--- src/rtl/cop_scan_pkg.sv ---
`timescale 1ns/1ps
package cop_scan_pkg;
    localparam int CHAIN_W = 40;
    localparam int DATA_W  = 32;
    localparam int ADDR_W  = 6;
    localparam int DATA_LSB = 1;

    // Packed so that field positions equal chain bit positions.
    typedef struct packed {
        logic              wr;    // bit 39
        logic [ADDR_W-1:0] addr;  // bits 38..33
        logic [DATA_W-1:0] data;  // bits 32..1
        logic              phys;  // bit 0
    } cmd_t;
endpackage

--- src/rtl/cop_shift_chain.sv ---
`timescale 1ns/1ps
module cop_shift_chain
    import cop_scan_pkg::*;
(
    input  logic               clk,
    input  logic               rst_n,
    input  logic               capture_en,
    input  logic               shift_en,
    input  logic               tdi,
    input  logic [DATA_W-1:0]  load_val,
    output logic [CHAIN_W-1:0] chain_q
);
    typedef struct packed {
        logic [CHAIN_W-1:0] sr;
    } chain_st_t;

    chain_st_t st_d, st_q;

    always_comb begin
        st_d = st_q;
        if (capture_en) begin
            st_d.sr[DATA_LSB +: DATA_W] = load_val;
        end else if (shift_en) begin
            st_d.sr = {tdi, st_q.sr[CHAIN_W-1:1]};
        end
    end

    always_ff @(posedge clk or negedge rst_n) begin
        if (!rst_n) st_q <= '0;
        else        st_q <= st_d;
    end

    assign chain_q = st_q.sr;
endmodule

--- src/rtl/cop_reg_bank.sv ---
`timescale 1ns/1ps
module cop_reg_bank
    import cop_scan_pkg::*;
#(
    parameter int NUM_REGS = 16,
    parameter int TEST_REG = 15
) (
    input  logic              clk,
    input  logic              rst_n,
    input  logic              wr_en,
    input  logic [ADDR_W-1:0] addr,
    input  logic [DATA_W-1:0] wdata,
    output logic [DATA_W-1:0] rdata,
    output logic              interp_en
);
    localparam int IDX_W = (NUM_REGS > 1) ? $clog2(NUM_REGS) : 1;

    typedef struct packed {
        logic [NUM_REGS-1:0][DATA_W-1:0] regs;
    } bank_st_t;

    bank_st_t st_d, st_q;
    logic [NUM_REGS-1:0] hit;

    // One address comparator per implemented register.
    for (genvar g = 0; g < NUM_REGS; g++) begin : g_dec
        assign hit[g] = (addr == ADDR_W'(g));
    end

    always_comb begin
        st_d = st_q;
        for (int i = 0; i < NUM_REGS; i++) begin
            if (wr_en && hit[i]) st_d.regs[i] = wdata;
        end
    end

    always_ff @(posedge clk or negedge rst_n) begin
        if (!rst_n) st_q <= '0;
        else        st_q <= st_d;
    end

    logic [IDX_W-1:0] idx;
    assign idx       = addr[IDX_W-1:0];
    assign rdata     = (|hit) ? st_q.regs[idx] : '0;
    assign interp_en = st_q.regs[TEST_REG][0];
endmodule

--- src/rtl/cop_exec_port.sv ---
`timescale 1ns/1ps
module cop_exec_port
    import cop_scan_pkg::*;
(
    input  logic              clk,
    input  logic              rst_n,
    input  logic              fire,
    input  logic [DATA_W-1:0] insn_in,
    output logic              exec_req,
    output logic [DATA_W-1:0] exec_insn
);
    typedef struct packed {
        logic              req;
        logic [DATA_W-1:0] insn;
    } exec_st_t;

    exec_st_t st_d, st_q;

    always_comb begin
        st_d     = st_q;
        st_d.req = fire;
        if (fire) st_d.insn = insn_in;
    end

    always_ff @(posedge clk or negedge rst_n) begin
        if (!rst_n) st_q <= '0;
        else        st_q <= st_d;
    end

    assign exec_req  = st_q.req;
    assign exec_insn = st_q.insn;
endmodule

--- src/rtl/cop_scan_chain.sv ---
`timescale 1ns/1ps
module cop_scan_chain
    import cop_scan_pkg::*;
#(
    parameter int NUM_REGS = 16,
    parameter int TEST_REG = 15
) (
    input  logic        clk,
    input  logic        rst_n,
    input  logic        intest_sel,
    input  logic        capture_dr,
    input  logic        shift_dr,
    input  logic        update_dr,
    input  logic        tdi,
    output logic        tdo,
    output logic        exec_req,
    output logic [31:0] exec_insn
);
    typedef struct packed {
        logic [DATA_W-1:0] hold;
    } top_st_t;

    top_st_t st_d, st_q;

    logic [CHAIN_W-1:0] chain_q;
    cmd_t               cmd;
    logic               cap_en, sh_en, upd_en;
    logic               bank_wr, interp_en, fire;
    logic [DATA_W-1:0]  bank_rdata;

    assign cap_en = intest_sel & capture_dr;
    assign sh_en  = intest_sel & shift_dr;
    assign upd_en = intest_sel & update_dr;
    assign cmd    = cmd_t'(chain_q);

    assign bank_wr = upd_en &  cmd.phys & cmd.wr;
    assign fire    = upd_en & ~cmd.phys & interp_en;

    always_comb begin
        st_d = st_q;
        if (upd_en && cmd.phys && !cmd.wr) st_d.hold = bank_rdata;
    end

    always_ff @(posedge clk or negedge rst_n) begin
        if (!rst_n) st_q <= '0;
        else        st_q <= st_d;
    end

    cop_shift_chain i_chain (
        .clk        (clk),
        .rst_n      (rst_n),
        .capture_en (cap_en),
        .shift_en   (sh_en),
        .tdi        (tdi),
        .load_val   (st_q.hold),
        .chain_q    (chain_q)
    );

    cop_reg_bank #(.NUM_REGS(NUM_REGS), .TEST_REG(TEST_REG)) i_bank (
        .clk       (clk),
        .rst_n     (rst_n),
        .wr_en     (bank_wr),
        .addr      (cmd.addr),
        .wdata     (cmd.data),
        .rdata     (bank_rdata),
        .interp_en (interp_en)
    );

    cop_exec_port i_exec (
        .clk       (clk),
        .rst_n     (rst_n),
        .fire      (fire),
        .insn_in   (cmd.data),
        .exec_req  (exec_req),
        .exec_insn (exec_insn)
    );

    assign tdo = intest_sel ? chain_q[0] : 1'b0;
endmodule

--- config.mk ---
export PLATFORM = sky130hd
export DESIGN_NAME = cop_scan_chain
export DESIGN_NICKNAME = d
export VERILOG_FILES = /design/src/rtl/cop_scan_pkg.sv /design/src/rtl/cop_shift_chain.sv /design/src/rtl/cop_reg_bank.sv /design/src/rtl/cop_exec_port.sv /design/src/rtl/cop_scan_chain.sv
export SDC_FILE = /design/constraint.sdc
export NUM_CORES = 1
export LEC_CHECK = 0
export ABC_AREA = 1
export BUFFER_PORTS_ARGS = -buffer_cell sky130_fd_sc_hd__buf_2
export CAP_MARGIN = 5
export CORE_MARGIN = 2
export CORE_UTILIZATION = 40
export CTS_CLUSTER_SIZE = 20
export DETAILED_ROUTE_END_ITERATION = 8
export PLACE_DENSITY = 0.65
export SLEW_MARGIN = 20
export SYNTH_ARGS = -nofsm -noshare
export SYNTH_HDL_FRONTEND = slang
export SYNTH_SLANG_ARGS = --single-unit
--- constraint.sdc ---
create_clock -name clk -period 1.75 [get_ports clk]
set_input_delay 0.2625 -clock clk [delete_from_list [all_inputs] [get_ports clk]]
set_output_delay 0.2625 -clock clk [all_outputs]
set_load 0.005 [all_outputs]
======== After elaboration in Yosys (flattened, before gate mapping) ========
Index checks and enable logic that the tools add are counted.
storage, ports and cells
  output and inout port bits .............. 34
  logic and storage cells ................. 75
  bits in latches ......................... 0
  memories kept ........................... 0
  RAM bits ................................ 0
  memory bits (read-only) ................. 0
  bits in registers ....................... 617
cells by class
  shift-type cells ........................ 0
  equal/unequal tests ..................... 15
  $mul .................................... 0
  $add $sub $neg .......................... 0
  reduce and logical (&&, ||, !) cells .... 23
  div/mod/pow operators ................... 0
  mux-type cells .......................... 6
  bitwise logic cells ..................... 9
  magnitude comparators ................... 1
operators by type and width
  kind                                                                          number
  32-bit binary-select mux with 4-bit select                                    1
  32-bit 2-to-1 mux                                                             3
  6-bit by 4-bit == test with 1-bit output, second input constant               8
  33-bit 2-to-1 mux                                                             1
  6-bit by 3-bit == test with 1-bit output, second input constant               4
  1-bit logical AND                                                             18
  16-bit OR reduction                                                           1
  6-bit by 2-bit == test with 1-bit output, second input constant               2
  1-bit AND                                                                     7
  6-bit by 1-bit == test with 1-bit output, second input constant               1
  6-bit zero test                                                               1
  4-bit by 5-bit less-than comparator with 1-bit output, second input constant  1
  1-bit NOT                                                                     2
  2-bit AND reduction                                                           1
  2-bit nonzero test                                                            1
  1-bit zero test                                                               1
  1-bit 2-to-1 mux                                                              1

======== Depth between registers and ports, before layout ========
  depth in word-level cells ............... 4
  depth in mapped cells ................... 13

======== By module ========
Synthesis repeated with hierarchy kept, for this count alone.
second synthesis, totals
  cells, all modules ...................... 3443
  area total of the unflattened synthesis .. 28144.5 µm²
by module, submodules not included
  module           times used  seq. area each (µm²)  cells each  area each (µm²)
  cop_reg_bank     1           12812.3               2944        23661.4
  cop_shift_chain  1           1001.0                211         1819.2
  cop_scan_chain   1           800.8                 151         1346.3
  cop_exec_port    1           825.8                 137         1317.5

======== Worst setup path after synthesis ========
Ideal clock, no wire load.
  kind .................................... reg2reg
  start point ............................. register i_chain.st_q, in the netlist i_chain.chain_q[33]
  end point ............................... register st_q[20] (netlist name)
  stages on the path, launching flop included .. 10
  path buffers ............................ 3
  path slack .............................. 152 ps
  arrival ................................. 1475 ps
  cell sequence ........................... dfrtp_1 buf_2 nor2_1 buf_2 clkbuf_1 nand2_1 nand4_1 nand2_1 nand2_1 o21bai_1
between the ends
  word-level cells in the longest chain between the ends .. 3
  elaborated cells between the ends (all ways) .. 20
RTL lines
  what                                                                            line                   RTL
  from (decl)                                                                     cop_shift_chain.sv:17  chain_st_t st_d, st_q;
  from (signal assigned)                                                          cop_shift_chain.sv:30  else st_q <= st_d;
  32-bit binary-select mux with 4-bit select, or another cell as far along        cop_reg_bank.sv:44     assign rdata = (|hit) ? st_q.regs[idx] : '0;
  32-bit 2-to-1 mux (implied by the code) or 16-bit OR reduction (tied branches)  cop_reg_bank.sv:44
  32-bit 2-to-1 mux *                                                             cop_reg_bank.sv:44
  to (signal assigned)                                                            cop_scan_chain.sv:46   else st_q <= st_d;
  to (decl)                                                                       cop_scan_chain.sv:23   top_st_t st_d, st_q;
Mark *: on every way between the ends. The rest lies on a longest branch, timed or not. The select of a mux whose other input is x is not followed.
A chain may end at the register's enable or synchronous reset.

======== Final worst setup path ========
  start point ............................. register i_chain.st_q, in the netlist i_chain.chain_q[33]
  end point ............................... register i_bank.st_q[332] (netlist name)
between the ends
  word-level cells in the longest chain between the ends .. 2
RTL lines
  what                                      line                RTL
  6-bit by 4-bit == test with 1-bit output  cop_reg_bank.sv:27  assign hit[g] = (addr == ADDR_W'(g));
  1-bit logical AND                         cop_reg_bank.sv:33  if (wr_en && hit[i]) st_d.regs[i] = wdata;
  to (signal assigned)                      cop_reg_bank.sv:39  else st_q <= st_d;
  to (decl)                                 cop_reg_bank.sv:22  bank_st_t st_d, st_q;
No other way between the ends.

==> qor.csv <==
stage,metric,value,unit
detailed_routing,ant_nets,0,
placed_design,dpl.hpwl,52700,um
worst_setup_path,startpoint,i_chain.chain_q[33]$_DFFE_PN0P_,
logic_synthesis,synth-warning-count,0,
floorplanning,fp.dieH,272,um
logic_synthesis,yosys.area.top_type_share,53.8,%
logic_synthesis,syn_area_per_cell,7.85,um^2
timing,hold_viol,0,
timing,grt_setup_unrepaired,yes,
logic_synthesis,syn_inst,3655,
min_path,hold_class,in2async,
logic_synthesis,synth_nets,3662,
cts,h-tree-depth,2,
timing,fmax,0.550,GHz
timing,period_needed,1.82,ns
logic_synthesis,synth_flop_cell,dfrtp_1,
final_layout,nNetsFinal,3714,
logic_synthesis,ys_seq_area_share,53.8,%
worst_setup_path,arrival,2.37,ns
placed_design,gp_congestion,0.825,
floorplanning,dieArea,73900,um^2
cts,cts_root_buf,clkbuf_16,
cts,cts_sinks,617,
worst_setup_path,required,2.30,ns
timing,fin_skew,0.0468,ns
floorplanning,io_pins,41,
final_layout,nFillCells,6618,
worst_setup_path,rr_worst_depth,7,
logic_synthesis,synth-seq-cells,617,
detailed_routing,wl_per_cell,19.8,um
logic_synthesis,synth_area,28700,um^2
worst_setup_path,r2r_slack,-0.07,ns
floorplanning,initial_core_util,40.3,%
floorplanning,die_x,272,um
timing,setup_ws,-0.0668,ns
final_layout,fin_cells,4708,
power,p_leak,16.6,nW
worst_setup_path,endpoint,i_bank.st_q[332]$_DFFE_PN0P_,
status,status,"complete, but fails checks",
global_routing,antenna_found_initial,2,
timing,period_share,104,%
logic_synthesis,ys_async_sr_fraction,100,%
floorplanning,core-area,71200,um^2
worst_setup_path,critPathCaptureType,flop,
detailed_routing,vias,24100,
final_layout,area_growth,20.7,%
global_routing,grt_pass1_wl,133000,um
timing,final.setup.tns,-3.67,ns
worst_setup_path,critPathMaxFanout,21,
logic_synthesis,yosys.area.top_type,dfrtp_1,
cts,clock_latency,0.66,ns
logic_synthesis,synth_edf_count,0,
cts,clkTransAtPathRegs,0.06,ns
logic_synthesis,synth.most_common_cell,nand2_1,
placed_design,place_inst,4540,
worst_setup_path,r2r-start,i_chain.chain_q[33]$_DFFE_PN0P_,
timing,drv_slew,0,
cts,numCtsBuffers,61,
global_routing,grt_pass1_vias,22200,
timing,setup_viol,126,
worst_setup_path,rr_endpoint,i_bank.st_q[332]$_DFFE_PN0P_,
logic_synthesis,netlist-cell-type-count,31,
placed_design,portBuffers,40,
status,violations,negative setup slack,
final_layout,multiInputGateArea,11000,um^2
detailed_routing,post-route-drc-count,0,
flow_run,drv_cap,0,
detailed_routing,via_per_inst,5.13,
detailed_routing,dr.pass1.iters,5,
global_routing,grt.overflow.total,0,
timing,slew_headroom,59.6,%
final_layout,drive_above_1_share,12.9,%
final_layout,final_util,48.6,%
final_layout,seq_area,15400,um^2
logic_synthesis,netlist_top_cells_count,"nand2_1 (1368), dfrtp_1 (617), o21ai_0 (521)",
cts,cts_tree,built,
logic_synthesis,ys_top_cells_by_area,"dfrtp_1 (54%), nand2_1 (18%), o21ai_0 (9.1%), inv_1 (4.8%), nor2_1 (3.2%)",
global_routing,grt_max_degree,90,
cts,clock_path_buffers,3,
floorplanning,rows,98,
timing,whs,0.0906,ns
worst_setup_path,cp-start-kind,flop,
power,p_per_area,1250,nW/um^2
detailed_routing,drt_wl_total,93200,um
detailed_routing,drt_iter0_markers,2287,
timing,tightest_slew,0.606,ns
worst_setup_path,critPathKind,reg2reg,
global_routing,grt_use_total,23.4,%
power,irDropWorstVdd,1020,uV
[what timing repair did]
item,in CTS,in global routing
cloned,1,26
pin swaps,2,12
gates resized for setup,9,196
setup endpoints to repair,28,320
endpoints found under the hold margin,493,0
hold buffers,2,0
buffers inserted,3,22
[report_power, final]
part | internal (mW) | total (mW) | leakage (nW) | switching [mW]
clock | 7.77 | 13.7 | 1.00 | 5.92
sequential | 16.8 | 18.6 | 7.63 | 1.80
combinational | 3.87 | 11.1 | 7.99 | 7.20
[logic make-up (layout without fill, tap and decap cells)]
group                  Yosys count  count (layout)  share of synthesized area (%)
AND/OR/NAND/NOR               1676            1676                           23.0
other                            0               1                              0
flip-flops                     617             617                           53.8
buffers and inverters          634             736                           9.06
AO/OA/AOI/OAI                  728             728                           14.1
[how the worst min path moves through the flow]
stage | from | end | slack, ns | cells after the start
after floorplan | rst_n | i_bank.interp_en$_DFFE_PN0P_ | -0.03 | 0
after CTS | rst_n | i_bank.st_q[249]$_DFFE_PN0P_ | 0.08 | 2
final | rst_n | i_bank.st_q[153]$_DFFE_PN0P_ | 0.09 | 2
after global routing | rst_n | i_bank.st_q[153]$_DFFE_PN0P_ | 0.10 | 2
after detailed placement | rst_n | i_bank.st_q[121]$_DFFE_PN0P_ | 0.14 | 1
after global placement | rst_n | i_bank.st_q[121]$_DFFE_PN0P_ | 0.13 | 1
[worst max-delay path: stages (launching register included)]
cell       delay (ns)
dfrtp_4          0.58
nor2_4           0.20
nand3_2          0.18
nor2_4           0.18
buf_4            0.18
clkbuf_16        0.24
nand2_1          0.06
o21ai_0          0.09
[per-stage QoR]
step | worst slack [ns] | instance area [um^2] | total power, mW
after floorplan | 0.152 | 28700 | 24.7
after global placement | -0.0414 | 31100 | 28.8
after detailed placement | -0.0474 | 31100 | 29.0
after CTS | 0.0156 | 33200 | 42.7
after global routing | -0.127 | 34600 | 45.6
final | -0.0668 | 34600 | 43.3
[state kept, by name, summed over array words and instances, names as in the netlist]
| signal | flops |
|---|---|
| i_bank.interp_en | 1 |
| i_bank.st_q | 511 |
| i_chain.chain_q | 40 |
| i_exec.exec_insn | 32 |
| i_exec.exec_req | 1 |
| st_q | 32 |
[layout make-up]
cell class,instances,share of cell area [%]
sequential,617,44.6
multi-input combinational,2404,31.9
timing repair buffer,249,9.90
clock buffer,83,4.94
inverter,374,4.11
tap,950,3.43
clock inverter,30,1.08
antenna,1,0.00723
[cells in the final DEF (no fill, tap or decap), types with 7 or more instances in the layout]
cell / Yosys / routed
a21oi_1: 31 / 28
a21oi_2: 23 / 26
a22oi_1: 17 / 17
buf_12: 0 / 79
buf_2: 57 / 39
buf_4: 11 / 71
buf_6: 13 / 21
buf_8: 0 / 8
clkbuf_1: 161 / 12
clkbuf_16: 0 / 84
clkbuf_8: 0 / 10
clkinv_2: 0 / 11
clkinvlp_4: 0 / 8
dfrtp_1: 617 / 613
inv_1: 364 / 364
nand2_1: 1368 / 1336
nand2_2: 2 / 24
nand2_4: 0 / 9
nand3_1: 17 / 16
nand4_1: 16 / 16
nand4_4: 2 / 7
nor2_1: 245 / 218
nor2_2: 4 / 16
nor2_4: 10 / 25
o21a_1: 71 / 71
o21ai_0: 521 / 463
o21ai_1: 35 / 84
o21ai_2: 0 / 8
o21bai_1: 15 / 15
o221ai_1: 15 / 15
[metal layers]
| layer | vias to the layer above | routed length (um) | GRT usage (%) |
|---|---|---|---|
| met4 | 0 | 3520 | 6.95 |
| met2 | 998 | 42700 | 38.6 |
| met3 | 221 | 7640 | 3.00 |
| met1 | 11500 | 39400 | 32.2 |
| li1 | 11400 | - | - |
| met5 | - | 0 | 0 |
(Power assumes the default switching activity.)
